==> config.mk <==
export PLATFORM = sky130hd
export DESIGN_NAME = dma_xfer_engine
export DESIGN_NICKNAME = d
export VERILOG_FILES = /design/src/rtl/dma_xfer_pkg.sv /design/src/rtl/dma_step_calc.sv /design/src/rtl/dma_addr_track.sv /design/src/rtl/dma_beat_seq.sv /design/src/rtl/dma_xfer_engine.sv
export SDC_FILE = /design/constraint.sdc
export NUM_CORES = 1
export LEC_CHECK = 0
export BUFFER_PORTS_ARGS = -buffer_cell sky130_fd_sc_hd__buf_2
export CAP_MARGIN = 20
export CORE_ASPECT_RATIO = 1.75
export CORE_MARGIN = 3
export CORE_UTILIZATION = 56
export CTS_CLUSTER_DIAMETER = 30
export DETAILED_ROUTE_END_ITERATION = 16
export GPL_ROUTABILITY_DRIVEN = 0
export PLACE_DENSITY = 0.82
export SLEW_MARGIN = 10
export SYNTH_ARGS = -nofsm -noshare
export SYNTH_HDL_FRONTEND = slang
export SYNTH_SLANG_ARGS = --single-unit
==> constraint.sdc <==
create_clock -name clk -period 3.6 [get_ports clk]
set_input_delay 0.72 -clock clk [delete_from_list [all_inputs] [get_ports clk]]
set_output_delay 0.72 -clock clk [all_outputs]
set_load 0.05 [all_outputs]
==> src/rtl/dma_xfer_pkg.sv <==
package dma_xfer_pkg;
  localparam int WORD_W = 32;

  typedef enum logic [1:0] {
    AM_INC = 2'd0,
    AM_DEC = 2'd1,
    AM_FIX = 2'd2,
    AM_ALT = 2'd3
  } addr_mode_e;

  typedef enum logic [1:0] {
    ST_IDLE  = 2'd0,
    ST_READ  = 2'd1,
    ST_WRITE = 2'd2,
    ST_DONE  = 2'd3
  } xfer_state_e;
endpackage

==> src/rtl/dma_step_calc.sv <==
module dma_step_calc
  import dma_xfer_pkg::*;
#(
  parameter int ADDR_W = 32,
  parameter bit IS_DST = 1'b0
) (
  input  logic [1:0]        mode,
  input  logic              wide,
  output logic [ADDR_W-1:0] step,
  output logic              illegal
);
  logic [ADDR_W-1:0] size;

  always_comb begin
    size    = wide ? ADDR_W'(4) : ADDR_W'(2);
    illegal = 1'b0;
    unique case (addr_mode_e'(mode))
      AM_INC: step = size;
      AM_DEC: step = '0 - size;
      AM_FIX: step = '0;
      default: begin
        // code 3: increment for the destination, frozen + flagged for source
        if (IS_DST) begin
          step = size;
        end else begin
          step    = '0;
          illegal = 1'b1;
        end
      end
    endcase
  end
endmodule

==> src/rtl/dma_addr_track.sv <==
module dma_addr_track #(
  parameter int ADDR_W = 32
) (
  input  logic              clk,
  input  logic              rst_n,
  input  logic              load,
  input  logic [ADDR_W-1:0] base,
  input  logic [ADDR_W-1:0] step_in,
  input  logic              advance,
  input  logic              wide,
  output logic [ADDR_W-1:0] bus_addr
);
  logic [ADDR_W-1:0] addr_q;
  logic [ADDR_W-1:0] step_q;

  always_ff @(posedge clk or negedge rst_n) begin
    if (!rst_n) begin
      addr_q <= '0;
      step_q <= '0;
    end else if (load) begin
      addr_q <= base;
      step_q <= step_in;
    end else if (advance) begin
      addr_q <= addr_q + step_q;
    end
  end

  assign bus_addr = wide ? {addr_q[ADDR_W-1:2], 2'b00}
                         : {addr_q[ADDR_W-1:1], 1'b0};
endmodule

==> src/rtl/dma_beat_seq.sv <==
module dma_beat_seq
  import dma_xfer_pkg::*;
#(
  parameter int CNT_W = 14
) (
  input  logic             clk,
  input  logic             rst_n,
  input  logic             start,
  input  logic             cfg_fifo,
  input  logic [CNT_W-1:0] cfg_count,
  input  logic             cfg_irq_en,
  input  logic             bus_ready,
  output xfer_state_e      state,
  output logic             launch,
  output logic             seq,
  output logic             busy,
  output logic             irq
);
  localparam logic [CNT_W:0] MAX_BEATS  = (CNT_W+1)'(1) << CNT_W;
  localparam logic [CNT_W:0] FIFO_BEATS = (CNT_W+1)'(4);

  xfer_state_e    state_q;
  logic [CNT_W:0] left_q;
  logic           seq_q;
  logic           irq_en_q;

  assign launch = start && (state_q == ST_IDLE);

  always_ff @(posedge clk or negedge rst_n) begin
    if (!rst_n) begin
      state_q  <= ST_IDLE;
      left_q   <= '0;
      seq_q    <= 1'b0;
      irq_en_q <= 1'b0;
    end else begin
      unique case (state_q)
        ST_IDLE: if (launch) begin
          state_q  <= ST_READ;
          seq_q    <= 1'b0;
          irq_en_q <= cfg_irq_en;
          if (cfg_fifo)             left_q <= FIFO_BEATS;
          else if (cfg_count == '0) left_q <= MAX_BEATS;
          else                      left_q <= {1'b0, cfg_count};
        end
        ST_READ: if (bus_ready) state_q <= ST_WRITE;
        ST_WRITE: if (bus_ready) begin
          seq_q  <= 1'b1;
          left_q <= left_q - 1'b1;
          state_q <= (left_q == (CNT_W+1)'(1)) ? ST_DONE : ST_READ;
        end
        default: state_q <= ST_IDLE;
      endcase
    end
  end

  assign state = state_q;
  assign seq   = seq_q;
  assign busy  = (state_q != ST_IDLE);
  assign irq   = (state_q == ST_DONE) && irq_en_q;


  irq_in_busy_chk: assert property (@(posedge clk) disable iff (!rst_n)
    irq |-> busy);


  first_nonseq_chk: assert property (@(posedge clk) disable iff (!rst_n)
    $rose(busy) |-> !seq);


  done_exit_chk: assert property (@(posedge clk) disable iff (!rst_n)
    (state_q == ST_DONE) |=> (state_q == ST_IDLE));
endmodule

==> src/rtl/dma_xfer_engine.sv <==
module dma_xfer_engine
  import dma_xfer_pkg::*;
#(
  parameter int ADDR_W = 32,
  parameter int CNT_W  = 14
) (
  input  logic              clk,
  input  logic              rst_n,
  input  logic              start,
  input  logic              cfg_wide,
  input  logic [1:0]        cfg_src_mode,
  input  logic [1:0]        cfg_dst_mode,
  input  logic              cfg_fifo,
  input  logic              cfg_irq_en,
  input  logic [ADDR_W-1:0] cfg_src_addr,
  input  logic [ADDR_W-1:0] cfg_dst_addr,
  input  logic [CNT_W-1:0]  cfg_count,
  output logic              bus_valid,
  input  logic              bus_ready,
  output logic              bus_we,
  output logic              bus_word,
  output logic              bus_seq,
  output logic [ADDR_W-1:0] bus_addr,
  output logic [WORD_W-1:0] bus_wdata,
  input  logic [WORD_W-1:0] bus_rdata,
  output logic              busy,
  output logic              irq,
  output logic              src_err
);
  xfer_state_e       state;
  logic              launch;
  logic              seq;
  logic              eff_wide;
  logic              wide_q;
  logic              fifo_q;
  logic              err_q;
  logic [WORD_W-1:0] data_q;
  logic              advance;
  logic [ADDR_W-1:0] src_step, dst_step;
  logic              src_bad, dst_bad;
  logic [ADDR_W-1:0] src_bus, dst_bus;

  assign eff_wide = cfg_fifo | cfg_wide;

  dma_step_calc #(.ADDR_W(ADDR_W), .IS_DST(1'b0)) u_src_step (
    .mode(cfg_src_mode), .wide(eff_wide), .step(src_step), .illegal(src_bad));

  dma_step_calc #(.ADDR_W(ADDR_W), .IS_DST(1'b1)) u_dst_step (
    .mode(cfg_dst_mode), .wide(eff_wide), .step(dst_step), .illegal(dst_bad));

  dma_beat_seq #(.CNT_W(CNT_W)) u_seq (
    .clk(clk), .rst_n(rst_n), .start(start), .cfg_fifo(cfg_fifo),
    .cfg_count(cfg_count), .cfg_irq_en(cfg_irq_en), .bus_ready(bus_ready),
    .state(state), .launch(launch), .seq(seq), .busy(busy), .irq(irq));

  assign advance = (state == ST_WRITE) && bus_ready;

  dma_addr_track #(.ADDR_W(ADDR_W)) u_src_addr (
    .clk(clk), .rst_n(rst_n), .load(launch), .base(cfg_src_addr),
    .step_in(src_step), .advance(advance), .wide(wide_q), .bus_addr(src_bus));

  dma_addr_track #(.ADDR_W(ADDR_W)) u_dst_addr (
    .clk(clk), .rst_n(rst_n), .load(launch), .base(cfg_dst_addr),
    .step_in(dst_step), .advance(advance), .wide(wide_q), .bus_addr(dst_bus));

  always_ff @(posedge clk or negedge rst_n) begin
    if (!rst_n) begin
      wide_q <= 1'b0;
      fifo_q <= 1'b0;
      err_q  <= 1'b0;
      data_q <= '0;
    end else begin
      if (launch) begin
        wide_q <= eff_wide;
        fifo_q <= cfg_fifo;
        if (src_bad) err_q <= 1'b1;
      end
      if ((state == ST_READ) && bus_ready)
        data_q <= wide_q ? bus_rdata : {16'h0000, bus_rdata[15:0]};
    end
  end

  assign bus_valid = (state == ST_READ) || (state == ST_WRITE);
  assign bus_we    = (state == ST_WRITE);
  assign bus_word  = wide_q;
  assign bus_seq   = seq;
  assign bus_addr  = bus_we ? dst_bus : src_bus;
  assign bus_wdata = data_q;
  assign src_err   = err_q;


  req_hold_chk: assert property (@(posedge clk) disable iff (!rst_n)
    (bus_valid && !bus_ready) |=> (bus_valid && $stable(bus_addr) && $stable(bus_we)));


  err_sticky_chk: assert property (@(posedge clk) disable iff (!rst_n)
    src_err |=> src_err);


  fifo_word_chk: assert property (@(posedge clk) disable iff (!rst_n)
    (bus_valid && fifo_q) |-> bus_word);


  write_after_read_chk: assert property (@(posedge clk) disable iff (!rst_n)
    (bus_valid && !bus_we && bus_ready) |=> (bus_valid && bus_we));
endmodule

==> out/qor.csv <==
metric;value;unit
CP Launch Type;flop;
first-pass GRT wire length;43.8;mm
largest cells by area after synthesis;dfrtp_1 (34%), ha_1 (9.6%), a21oi_1 (6.9%), nand2_1 (6.1%), mux2_2 (5.8%);
clock insertion delay at the later pin of the skew report;0.42;ns
vias in the first global route;9261;
worst r2r path cells;10;
most instantiated cells after synthesis;nand2_1 (144), a21oi_1 (123), dfrtp_1 (121);
detailed-route vias per instance;6.14;
multiplexer area fraction after synthesis;6.26;%
class of the most critical setup path;flop to flop;
fmax;292;MHz
Max Cap Viol;0;
Mapped Avg Cell Area;8.31;um^2
Layout Skew;0.0138;ns
adder and majority gate portion of the synthesized area;10.0;%
P&R area growth vs syn;19.9;%
most frequent cell after synthesis;nand2_1;
full die area;17500;um^2
crit path capture type;flop;
largest net degree at the start of global routing;82;
core region area;15500;um^2
antenna violations before repair;0;
Synth Area in XOR/XNOR;4.92;%
Yosys cell types;68;
CTS Hold Bufs;0;
crit path DAT;3.76;ns
Pre-Repair DR Iteration Count;7;
largest family of logic cells by synthesized area;compound AO/OA/AOI/OAI gates;
CTS tree;yes;
clock-pin slew on the worst setup and hold paths;0.06;ns
Total GRT Usage;31.1;%
vias;8902;
Initial Util;57.6;%
register-to-register setup slack;0.18;ns
Final ANT Viol Nets;0;
HP Class;primary input to asynchronous set/reset pin;
final wirelength;27.0;mm
max-slew violations;0;
yosys warns;0;
Period Utilization, post-route;95.1;%
outcome;complete, no violations;
setup TNS;0;ns
clock buffer depth;2;
worst reg2reg path endpoint;u_dst_addr.addr_q[31]$_DFFE_PN0P_;
initial DRC count;446;
Clock Tree Root;clkbuf_16;
Worst slew margin;44.1;%
Compound-Gate Fraction of Synth Area;25.3;%
number of synthesized register bits;121;
Yosys top cell area share;34.0;%
CP Max Fanout;13;
Reg-to-Reg Start;u_dst_addr.step_q[30]$_DFFE_PN0P_;
# IOs;192;
routed length per instance;18.6;um
clock period minus worst slack;3.42;ns
DPL Wire Length;20.3;mm
leading area contributor after synthesis;dfrtp_1;
IO Port Bufs;188;
Mapped Area;8910;um^2
Worst-Margin Slew;0.835;ns
ys async rst share;100;%
num rows;60;
total gr overflow;0;
most used flip-flop cell after synthesis;dfrtp_1;
die width;101;um
clock sink count;121;
CP required;3.94;ns
fill cell count;1296;
Post-Syn Instances;1072;
H-Tree Level Count;4;
post-synthesis simple-gate area fraction;16.0;%
Post-synth EDFFs;0;
Final Hold Fails;0;
Final Setup Violations;0;
TritonCTS Buffers;17;
layout cells sized above 1;23.9;%
die span in y;173;um
ant diodes;0;
RSZ-0062 raised after global routing;false;
Seq/Total Area, Yosys;34.0;%
Synthesized Nets;1263;
Net count, final;1441;
drt drc;0;
## flip-flops by register name, summed over array words and instances (netlist names), 2 cells and up
signal,count
bus_wdata,32
u_src_addr.step_q,3
u_seq.left_q,15
u_src_addr.addr_q,31
u_dst_addr.step_q,3
u_dst_addr.addr_q,31
u_seq.state,2
## timing repair
action,4_1_cts,5_1_grt
setup buffers,0,0
resized for setup,0,1
endpoints found under the setup margin,0,2
## layout by cell type, fill, tap and decap left out, types with 9 or more instances in the layout
master     synthesis  routed
nor3_1            18      18
buf_2              0     187
buf_4              1      17
inv_1             33      33
nor2b_1            9       9
nor2_1           101     101
or3_1             10      10
a21oi_1          123     123
a21o_1            31      31
clkbuf_16          0      17
dfrtp_1          121     120
nand2_1          144     142
a22oi_1           13      13
mux2_2            46      46
xor2_1            18      18
nand3_1           13      13
ha_1              68      67
o21ai_0          101     101
xnor2_1           32      32
a31oi_1           23      23
## per-layer routing
layer | track usage, % | routed length (um) | vias up
met2 | 54.3 | 14000 | 417
li1 | - | - | 4241
met1 | 34.1 | 9630 | 4134
met5 | 0 | 0 | -
met3 | 4.20 | 1610 | 110
met4 | 20.5 | 1690 | 0
## logic make-up (layout without fill, tap and decap cells)
logic type	after synthesis	in the layout
XOR/XNOR	50	50
AO/OA/AOI/OAI	369	369
adder cells (fa/ha/maj)	70	70
flip-flops	121	121
buffers and inverters	82	273
multiplexers	50	50
other	1	1
AND/OR/NAND/NOR	329	329
## worst max-delay path, stage by stage, from the launching register on
cell	delay (ns)
dfrtp_2	0.53
ha_1	0.41
a21oi_1	0.23
o21ai_1	0.18
or4_1	0.50
a21oi_1	0.36
o21ai_1	0.20
a41oi_1	0.31
xor2_1	0.13
or3_1	0.32
a31oi_1	0.17
## how the worst max path moves through the flow
| stage | from | endpoint | slack [ns] | cells past startpoint |
|---|---|---|---|---|
| finish | u_dst_addr.step_q[30]$_DFFE_PN0P_ | u_dst_addr.addr_q[31]$_DFFE_PN0P_ | 0.18 | 10 |
| floorplan | u_seq.state[0]$_DFFE_PN0P_ | bus_addr[2] | 0.25 | 6 |
| detailed placement | u_dst_addr.step_q[30]$_DFFE_PN0P_ | u_dst_addr.addr_q[31]$_DFFE_PN0P_ | 0.21 | 10 |
| global route | u_dst_addr.addr_q[1]$_DFFE_PN0P_ | u_dst_addr.addr_q[31]$_DFFE_PN0P_ | 0.06 | 12 |
| CTS | u_dst_addr.step_q[30]$_DFFE_PN0P_ | u_dst_addr.addr_q[31]$_DFFE_PN0P_ | 0.16 | 10 |
| global placement | u_dst_addr.step_q[30]$_DFFE_PN0P_ | u_dst_addr.addr_q[31]$_DFFE_PN0P_ | 0.28 | 10 |
## metrics by stage
step	hold slack, ns	std cells	utilization [%]	area (um^2)	worst slack [ns]
after floorplan	0.424	1072	-	8910	0.247
after CTS	0.400	1448	68.9	10700	0.162
after global placement	0.446	1416	65.1	10100	0.281
final	0.370	1449	69.1	10700	0.177
after detailed placement	0.452	1416	65.1	10100	0.210
after global routing	0.431	1449	69.1	10700	0.0615
## layout make-up
| cell class | count | area, um^2 | area share (%) |
|---|---|---|---|
| inverters | 34 | 128 | 1.20 |
| flip-flops and latches | 121 | 3030 | 28.4 |
| multi-input cells | 869 | 5580 | 52.2 |
| clock buffers | 20 | 467 | 4.37 |
| well taps | 186 | 233 | 2.18 |
| clock inverters | 12 | 114 | 1.07 |
| repair buffers | 207 | 1130 | 10.6 |
Power is not shown: default switching activity piles up to over one toggle a cycle in this logic, so the estimate is an artifact.
